### config.mk
export PLATFORM = sky130hd
export DESIGN_NAME = issue_interlock
export DESIGN_NICKNAME = d
export VERILOG_FILES = /design/src/rtl/hz_pkg.sv /design/src/rtl/hz_scoreboard.sv /design/src/rtl/hz_repeat.sv /design/src/rtl/issue_interlock.sv
export SDC_FILE = /design/constraint.sdc
export NUM_CORES = 1
export LEC_CHECK = 0
export ABC_AREA = 0
export BUFFER_PORTS_ARGS = -buffer_cell sky130_fd_sc_hd__buf_2
export CAP_MARGIN = 30
export CORE_MARGIN = 4
export CORE_UTILIZATION = 39
export CTS_CLUSTER_DIAMETER = 100
export DETAILED_ROUTE_END_ITERATION = 16
export GPL_TIMING_DRIVEN = 0
export PLACE_DENSITY = 0.61
export REMOVE_ABC_BUFFERS = 1
export SYNTH_ARGS = -nofsm -noshare
export SYNTH_HDL_FRONTEND = slang
export SYNTH_SLANG_ARGS = --single-unit
### constraint.sdc
create_clock -name clk_i -period 8.47 [get_ports clk_i]
set_input_delay 0 -clock clk_i [delete_from_list [all_inputs] [get_ports clk_i]]
set_output_delay 0 -clock clk_i [all_outputs]
set_load 0.05 [all_outputs]
### src/rtl/hz_pkg.sv
package hz_pkg;
  localparam int OPC_W = 3;

  typedef enum logic [OPC_W-1:0] {
    OPC_INT  = 3'd0,
    OPC_FADD = 3'd1,
    OPC_FMUL = 3'd2,
    OPC_DIV  = 3'd3,
    OPC_SQRT = 3'd4
  } opc_e;

  localparam int NUM_UNITS = 2;
endpackage

### src/rtl/hz_scoreboard.sv
module hz_scoreboard #(
  parameter int NREG        = 32,
  parameter int CNT_W       = 6,
  parameter int FLUSH_DEPTH = 2,
  localparam int IDX_W      = $clog2(NREG)
) (
  input  logic             clk_i,
  input  logic             rst_ni,
  input  logic             adv_i,
  input  logic             flush_i,
  input  logic             set_i,
  input  logic [IDX_W-1:0] set_idx_i,
  input  logic [CNT_W-1:0] set_lat_i,
  input  logic [IDX_W-1:0] q1_idx_i,
  input  logic [IDX_W-1:0] q2_idx_i,
  output logic             rdy1_o,
  output logic             rdy2_o,
  output logic             fwd1_o,
  output logic             fwd2_o
);
  localparam logic [CNT_W-1:0] FD  = CNT_W'(FLUSH_DEPTH);
  localparam logic [CNT_W-1:0] ONE = CNT_W'(1);

  logic [CNT_W-1:0] cnt_q [NREG];
  logic [CNT_W-1:0] lat_q [NREG];

  for (genvar g = 0; g < NREG; g++) begin : g_reg
    if (g == 0) begin : g_zero
      assign cnt_q[g] = '0;
      assign lat_q[g] = '0;
    end else begin : g_live
      logic hit;
      assign hit = set_i && (set_idx_i == IDX_W'(g));

      always_ff @(posedge clk_i or negedge rst_ni) begin
        if (!rst_ni) begin
          cnt_q[g] <= '0;
          lat_q[g] <= '0;
        end else if (hit) begin
          cnt_q[g] <= set_lat_i;
          lat_q[g] <= set_lat_i;
        end else if (flush_i && cnt_q[g] != '0 && (lat_q[g] - cnt_q[g]) < FD) begin
          cnt_q[g] <= '0;  // reservation younger than the branch
        end else if (adv_i && cnt_q[g] != '0) begin
          cnt_q[g] <= cnt_q[g] - ONE;
        end
      end


      frozen_cnt_chk: assert property (@(posedge clk_i) disable iff (!rst_ni)
        (!adv_i && !flush_i && !hit) |=> $stable(cnt_q[g]));
    end
  end

  assign rdy1_o = (cnt_q[q1_idx_i] == '0) || (cnt_q[q1_idx_i] == ONE);
  assign rdy2_o = (cnt_q[q2_idx_i] == '0) || (cnt_q[q2_idx_i] == ONE);
  assign fwd1_o = (cnt_q[q1_idx_i] == ONE);
  assign fwd2_o = (cnt_q[q2_idx_i] == ONE);
endmodule

### src/rtl/hz_repeat.sv
module hz_repeat #(
  parameter int II          = 5,
  parameter int CNT_W       = 6,
  parameter int FLUSH_DEPTH = 2
) (
  input  logic clk_i,
  input  logic rst_ni,
  input  logic adv_i,
  input  logic flush_i,
  input  logic load_i,
  output logic busy_o
);
  localparam logic [CNT_W-1:0] LOADV = CNT_W'(II - 1);
  localparam logic [CNT_W-1:0] FD    = CNT_W'(FLUSH_DEPTH);

  logic [CNT_W-1:0] rep_q;

  always_ff @(posedge clk_i or negedge rst_ni) begin
    if (!rst_ni)                                             rep_q <= '0;
    else if (load_i)                                         rep_q <= LOADV;
    else if (flush_i && rep_q != '0 && (LOADV - rep_q) < FD) rep_q <= '0;
    else if (adv_i && rep_q != '0)                           rep_q <= rep_q - CNT_W'(1);
  end

  assign busy_o = (rep_q != '0);


  unit_held_chk: assert property (@(posedge clk_i) disable iff (!rst_ni)
    load_i |=> busy_o);


  frozen_rep_chk: assert property (@(posedge clk_i) disable iff (!rst_ni)
    (!adv_i && !flush_i && !load_i) |=> $stable(rep_q));
endmodule

### src/rtl/issue_interlock.sv
module issue_interlock #(
  parameter int NREG        = 32,
  parameter int LAT_FADD    = 3,
  parameter int LAT_FMUL    = 4,
  parameter int LAT_DIV     = 16,
  parameter int II_DIV      = 5,
  parameter int LAT_SQRT    = 21,
  parameter int II_SQRT     = 7,
  parameter int FLUSH_DEPTH = 2,
  localparam int IDX_W      = $clog2(NREG),
  localparam int CNT_W      = $clog2(LAT_FADD + LAT_FMUL + LAT_DIV + LAT_SQRT + II_DIV + II_SQRT + 1)
) (
  input  logic                     clk_i,
  input  logic                     rst_ni,
  input  logic                     valid_i,
  input  logic [hz_pkg::OPC_W-1:0] op_i,
  input  logic [IDX_W-1:0]         rs1_i,
  input  logic [IDX_W-1:0]         rs2_i,
  input  logic [IDX_W-1:0]         rd_i,
  input  logic                     wr_en_i,
  input  logic                     flush_i,
  input  logic                     mem_stall_i,
  output logic                     issue_o,
  output logic                     stall_o,
  output logic                     fwd1_o,
  output logic                     fwd2_o,
  output logic                     flush_o
);
  import hz_pkg::*;

  localparam int                UNIT_II  [NUM_UNITS] = '{II_DIV, II_SQRT};
  localparam logic [OPC_W-1:0]  UNIT_OPC [NUM_UNITS] = '{OPC_DIV, OPC_SQRT};

  logic             adv, go, rdy1, rdy2, set_dst;
  logic [CNT_W-1:0] lat;
  logic [NUM_UNITS-1:0] unit_hit, unit_busy;

  always_comb begin
    case (op_i)
      OPC_FADD: lat = CNT_W'(LAT_FADD);
      OPC_FMUL: lat = CNT_W'(LAT_FMUL);
      OPC_DIV:  lat = CNT_W'(LAT_DIV);
      OPC_SQRT: lat = CNT_W'(LAT_SQRT);
      default:  lat = CNT_W'(1);
    endcase
  end

  for (genvar u = 0; u < NUM_UNITS; u++) begin : g_unit
    assign unit_hit[u] = (op_i == UNIT_OPC[u]);
    hz_repeat #(
      .II(UNIT_II[u]), .CNT_W(CNT_W), .FLUSH_DEPTH(FLUSH_DEPTH)
    ) u_rep (
      .clk_i, .rst_ni,
      .adv_i   (adv),
      .flush_i (flush_i),
      .load_i  (go && unit_hit[u]),
      .busy_o  (unit_busy[u])
    );
  end

  assign adv     = !mem_stall_i;
  assign go      = valid_i && !flush_i && adv && rdy1 && rdy2 && !(|(unit_hit & unit_busy));
  assign set_dst = go && wr_en_i && (rd_i != '0);

  hz_scoreboard #(
    .NREG(NREG), .CNT_W(CNT_W), .FLUSH_DEPTH(FLUSH_DEPTH)
  ) u_sb (
    .clk_i, .rst_ni,
    .adv_i     (adv),
    .flush_i   (flush_i),
    .set_i     (set_dst),
    .set_idx_i (rd_i),
    .set_lat_i (lat),
    .q1_idx_i  (rs1_i),
    .q2_idx_i  (rs2_i),
    .rdy1_o    (rdy1),
    .rdy2_o    (rdy2),
    .fwd1_o    (fwd1_o),
    .fwd2_o    (fwd2_o)
  );

  assign issue_o = go;
  assign stall_o = valid_i && !flush_i && !go;
  assign flush_o = valid_i && flush_i;


  no_issue_in_stall_chk: assert property (@(posedge clk_i) disable iff (!rst_ni)
    mem_stall_i |-> !issue_o);


  no_issue_in_flush_chk: assert property (@(posedge clk_i) disable iff (!rst_ni)
    flush_i |-> (!issue_o && (flush_o == valid_i)));


  zero_src_free_chk: assert property (@(posedge clk_i) disable iff (!rst_ni)
    (valid_i && !flush_i && !mem_stall_i && rs1_i == '0 && rs2_i == '0 && op_i == OPC_INT)
      |-> (issue_o && !fwd1_o && !fwd2_o));


  grant_stall_excl_chk: assert property (@(posedge clk_i) disable iff (!rst_ni)
    !(issue_o && stall_o));
endmodule

* Yosys cells after proc, flatten, opt, wreduce, memory -nomap -nowiden *
Cells that the tools add are included.

cells by class
  add/subtract/negate cells = 66
  order comparisons = 35
  equal/unequal tests = 37
  muxes and demuxes = 106
  bitwise operators = 3
  reduce and logical (&&, ||, !) cells = 217

operators with widths
  cell                                                        number
  2-to-1 mux 6 bit                                            103
  less-than comparator 6 x 2 -> 1 bit, second input constant  33
  nonzero test 6 bit                                          33
  subtractor 6 x 1 -> 6 bit, second input constant            33
  subtractor 6 bit                                            31
  logical AND 1 bit                                           141
  nonzero test 3 bit                                          33
  equality test 5 bit, second input constant                  16
  binary-select mux 6 bit (select 5 bit)                      2
  equality test 5 x 4 -> 1 bit, second input constant         8
  equality test 5 x 3 -> 1 bit, second input constant         4
  case mux 5 bit (4 select lines)                             1
  equality test 6 x 1 -> 1 bit, second input constant         2
  >= comparator 6 bit, second input constant                  2
  logical NOT 6 bit                                           2
  inverter 5 -> 6 bit                                         2
  subtractor 3 x 6 -> 6 bit, first input constant             2
  equality test 5 x 2 -> 1 bit, second input constant         2
  equality test 3 x 2 -> 1 bit, second input constant         2
  equality test 5 x 1 -> 1 bit, second input constant         1
  nonzero test 5 bit                                          1
  logical NOT 1 bit                                           4
  equality test 3 x 1 -> 1 bit, second input constant         1
  equality test 3 bit, second input constant                  1
  3 further kinds                                             4

storage, ports and cells
  bits in registers = 384
  input port bits = 24
  output and inout bits = 5
  word-level logic and storage cells = 528

* Logic depth before layout (Yosys ltp) *
  depth after elaboration = 13
  depth in mapped cells = 14
  gate-level depth less buffers = 10

* Cells and area by module *
A second synthesis with hierarchy kept.

unflattened totals
  cells, all modules = 3081
  area total of the unflattened synthesis = 26817.0 sq um

modules (own cells, without submodules)
  module                        times used  cells an instance  area an instance (sq um)  seq. area each (sq um)
  hz_scoreboard                 1           2965               25798.5                   9308.9
  hz_repeat at g_unit[1].u_rep  1           51                 488.0                     150.1
  hz_repeat at g_unit[0].u_rep  1           41                 377.9                     150.1
  issue_interlock               1           24                 152.6                     0.0

* Worst setup path before layout *
OpenSTA, ideal clock, no wires.

  path type = register -> register
  start point = reg u_sb.cnt_q[46] in the netlist's numbering
  end point = reg u_sb.lat_q[168] in the netlist's numbering
  setup time = 125 ps
  arrival = 2931 ps
  data required time = 8345 ps
  path slack = 5414 ps
  stages on the path, launching flop included = 10
  path buffers = 2
  clock period less this slack = 3056 ps
  path through = dfrtp_1 > nor4_1 > mux2i_1 > o221a_2 > o32ai_2 > nand4_2 > buf_6 > buf_4 > nor3_2 > mux2_2

on the way
  longest elaborated chain between the ends = 11
  elaborated cells between the ends (all ways) = 18
  those cells by class = 2 x eq/ne; 6 x mux; 10 x reduce/logical

ends and longest elaborated chain
  item                                                               line                   RTL
  start, declared                                                    hz_scoreboard.sv:24    logic [CNT_W-1:0] cnt_q [NREG];
  start signal, assigned by index                                    hz_scoreboard.sv:40    cnt_q[g] <= set_lat_i;
  start signal, assigned by index                                    hz_scoreboard.sv:45    cnt_q[g] <= cnt_q[g] - ONE;
  binary-select mux 6 bit (select 5 bit)                             hz_scoreboard.sv:55    assign rdy1_o = (cnt_q[q1_idx_i] == '0) || (cnt_q[q1_idx_i] == ONE);
  2-to-1 mux 6 bit (not written as such) (2 in a row)                hz_scoreboard.sv:55
  equality test 6 x 1 -> 1 bit or logical NOT 6 bit (tied branches)  hz_scoreboard.sv:55
  logical OR 1 bit                                                   hz_scoreboard.sv:55
  logical AND 1 bit                                                  issue_interlock.sv:62  assign go = valid_i && !flush_i && adv && rdy1 && rdy2 && !(|(unit_hit & unit_busy));
  logical AND 1 bit (*) (2 in a row)                                 issue_interlock.sv:62
  logical AND 1 bit (*) (2 in a row)                                 issue_interlock.sv:63  assign set_dst = go && wr_en_i && (rd_i != '0);
  logical AND 1 bit (*)                                              hz_scoreboard.sv:33    assign hit = set_i && (set_idx_i == IDX_W'(g));
  end signal, assigned by index                                      hz_scoreboard.sv:41    lat_q[g] <= set_lat_i;
  end, declared                                                      hz_scoreboard.sv:25    logic [CNT_W-1:0] lat_q [NREG];

Every way passes the cells marked *; elsewhere a longest branch is shown, timed or not. The select of a mux whose other input is x is not followed.
A chain may end at the register's enable or synchronous reset.

* Worst setup path in the final report *
  start point = reg u_sb.cnt_q[15] in the netlist's numbering
  end point = reg u_sb.lat_q[16] in the netlist's numbering

Same word-level chain as after synthesis.

==> results.cfg <==
[route]
remaining_drc_errors = 0
vias = 18909
vias_per_cell = 6.02
drtIter0Drc = 1866
drt_pass1_iterations = 7
drtAntennaViolNets = 0
post_drt_wl_per_cell_um = 21.5
routed_wirelength_mm = 67.7

[floorplanning]
die_area_um2 = 62100
die_h_um = 249
start_util = 0.394
row_count = 88
pin_count = 29
coreArea_um2 = 57600
die-width_um = 249

[synthesis]
synthTopCellsByArea = dfrtp_1, ha_1, xnor2_1, mux2_2, mux4_2
synth_area_per_cell_um2 = 9.71
synth.yosys.seq_area_share = 0.355
yosys.area.top_type = dfrtp_1
synth_top_family_by_area = simple AND/OR/NAND/NOR gates
synth_cells = 2335
synthAdderAreaFrac = 0.115
synth_compound_area_frac = 0.148
synthSimpleGateAreaFrac = 0.170
synth_cell_types = 77
synth_top_area_frac = 0.355
yosysWarnings = 0
synthArstFlopShare = 1.00
synth-main-ff-cell = dfrtp_1
synth-seq-cells = 322
synth_edf_count = 0
syn_area_um2 = 22700
synth-xor-area-share = 0.0680
muxShareOfSynthArea = 0.0979

[timing]
rsz0062_at_grt = no
setup_viol = 0
period_minus_slack_ns = 4.80
max_freq_mhz = 208
slew_viol_final = 0
relSlewSlack = 0.281
finalCritPeriodShare = 0.567
setup-tns-final_ns = 0
skew_ns = 0.0180
final-hold-violation-count = 0
worst_slew_pin_slew_ns = 1.07

[critical_path]
arrival_ns = 5.23
r2r-start = u_sb.cnt_q[15]
critPathMaxFanout = 28
r2r_slack_ns = 3.67
reg2reg_depth = 10
worst-setup-path-type = flop to flop
slowest_delay_ns = 0.66
reg2reg_to = u_sb.lat_q[16]
critPathLaunchType = flop
path_common_cell = nor4_1
slowest_stage = nor4_1
critPathCaptureType = flop
path_cells = nor4_1 > buf_2 > a211oi_1 > nor4_1 > o211ai_1 > a31oi_4 > nand4_4 > buf_16 > nor3_4 > mux2_1
required_ns = 8.90

[grt]
grt_pass1_vias = 18920
grt_usage = 0.213
grt-ovfl-total = 0
grt_start_max_net_pins = 120
grt_pass1_wl_mm = 107
grt_antenna_before_repair = 2

[clock_tree]
ctsResizeCount = 0
cts_hold_buf = 9
cts_tree = done
clk_latency_ns = 0.57
cts.reportedPaths.clkPinSlew_ns = 0.06
cts_buffers = 40
htreeDepth = 2
cts_num_sinks = 322
postCtsSetupBuffers = 0
clockBufferDepth = 3
cts_root_buf = clkbuf_16

[cells_and_area]
areaGrowthSynthToFinish_pct = 11.8
regArea_um2 = 8060
utilization = 0.440
layout.nets = 2559
n_fill_cell = 5365
drive_gt1_frac = 0.131
multi_input_area_um2 = 13600

[power]
power_density_nw_per_um2 = 310
leakage_nw = 11.3
ir_drop_mv = 0.162

[place]
place_hpwl_mm = 46.3
numPortBuffers = 28
gp_congestion = 0.889

[min_path]
hp-class = input pin to asynchronous set/reset pin

[status]
status = finished, final reports clean

[job]
maxCapViolCount = 0
==> synth_stat cells, drive strengths merged, types with 24 or more instances <==
cell type and instances:
a2111oi 24, a21o 34, a21oi 103, buf 35, clkbuf 59, dfrtp 322
fa 31, ha 159, inv 173, mux2 92, mux2i 35, mux4 37
nand2 153, nand2b 40, nand3 62, nand4 49, nor2 170, nor3 79
nor4 34, nor4b 25, o211ai 33, o21ai 132, o22ai 53, o31ai 35
xnor2 129, xor2 47
==> per-layer routing <==
metal  up-vias  global-route usage  part of all wire
li1       8505                   -                 -
met1      9481               0.287              0.43
met2       771               0.347              0.47
met3       152              0.0384             0.070
met4         0              0.0709             0.033
met5         -                   0                 0
==> critical path: cells and delay by family, from the launching register on <==
family | cells | cell delay [ns]
AND/OR/NAND/NOR | 4 | 2.25
AO/OA/AOI/OAI | 3 | 0.84
buffers and inverters | 2 | 0.71
flip-flops | 1 | 0.45
multiplexers | 1 | 0.37
==> flip-flops by register name, summed over array words and instances, names as in the netlist <==
name	count
u_sb.lat_q	124
u_sb.cnt_q	186
g_unit.u_rep.rep_q	12
==> layout make-up <==
class                           instances  area share
Antenna cell                            1   0.0000987
Clock buffer                           60      0.0468
Clock inverter                         12     0.00760
Inverter                              173      0.0256
Multi-Input combinational cell       1746       0.538
Sequential cell                       322       0.318
Tap cell                              765      0.0377
Timing Repair Buffer                   62      0.0269
==> power breakdown <==
part	total (mW)	switching (mW)	internal (mW)
Sequential	2.69	0.674	2.02
Clock	1.82	0.698	1.12
Combinational	3.35	1.88	1.48
==> worst max-delay path by stage <==
| stage | startpoint | endpoint | slack, ns |
|---|---|---|---|
| final | u_sb.cnt_q[15] | u_sb.lat_q[16] | 3.67 |
| after global routing | u_sb.cnt_q[15] | u_sb.cnt_q[109] | 3.26 |
| after CTS | u_sb.cnt_q[15] | u_sb.lat_q[16] | 3.64 |
| after detailed placement | u_sb.cnt_q[15] | u_sb.lat_q[13] | 3.67 |
| after global placement | rst_ni | u_sb.lat_q[150] | 1.00 |
| after floorplan | u_sb.cnt_q[46] | u_sb.lat_q[56] | 3.99 |
==> layout by cell type (no fill, tap or decap), drive strengths merged, types with 8 or more instances in the layout <==
master / instances
mux4: 37
nand2: 153
nor2b: 13
nor4: 34
mux2: 92
buf: 53
nor3: 79
inv: 175
xor2: 47
o21ai: 132
a21o: 34
and2: 8
ha: 159
nor4b: 25
fa: 31
nand4: 49
mux2i: 35
nand3: 62
o22ai: 53
nor3b: 14
or4: 9
clkbuf: 60
o211ai: 33
dfrtp: 322
o31ai: 35
and3: 20
nand2b: 40
a21oi: 103
xnor2: 129
a211oi: 20
a31oi: 10
nor2: 170
and4: 15
dlygate4sd3: 9
a2111oi: 24
==> cells by family after synthesis <==
family / after synthesis
AOI/OAI and AO/OA: 496
xor gates and xnor gates: 176
adders and majority gates: 190
buffers and inverters: 267
DFF: 322
muxes: 164
and+or+nand+nor: 720
==> metrics by stage <==
step           hold slack (ns)  setup slack (ns)  power [mW]  instances  cell area (um^2)
5_1_grt                  0.112              3.26        8.45       3141             25400
2_1_floorplan           -0.296              3.99        5.02       2241             22300
3_5_place_dp            0.0773              3.67        5.97       3058             23900
4_1_cts                 0.0840              3.64        7.83       3139             25300
6_report                0.0451              3.67        7.86       3141             25400
3_3_place_gp             0.428              1.00        5.78       3034             23400
(Power assumes the default switching activity.)
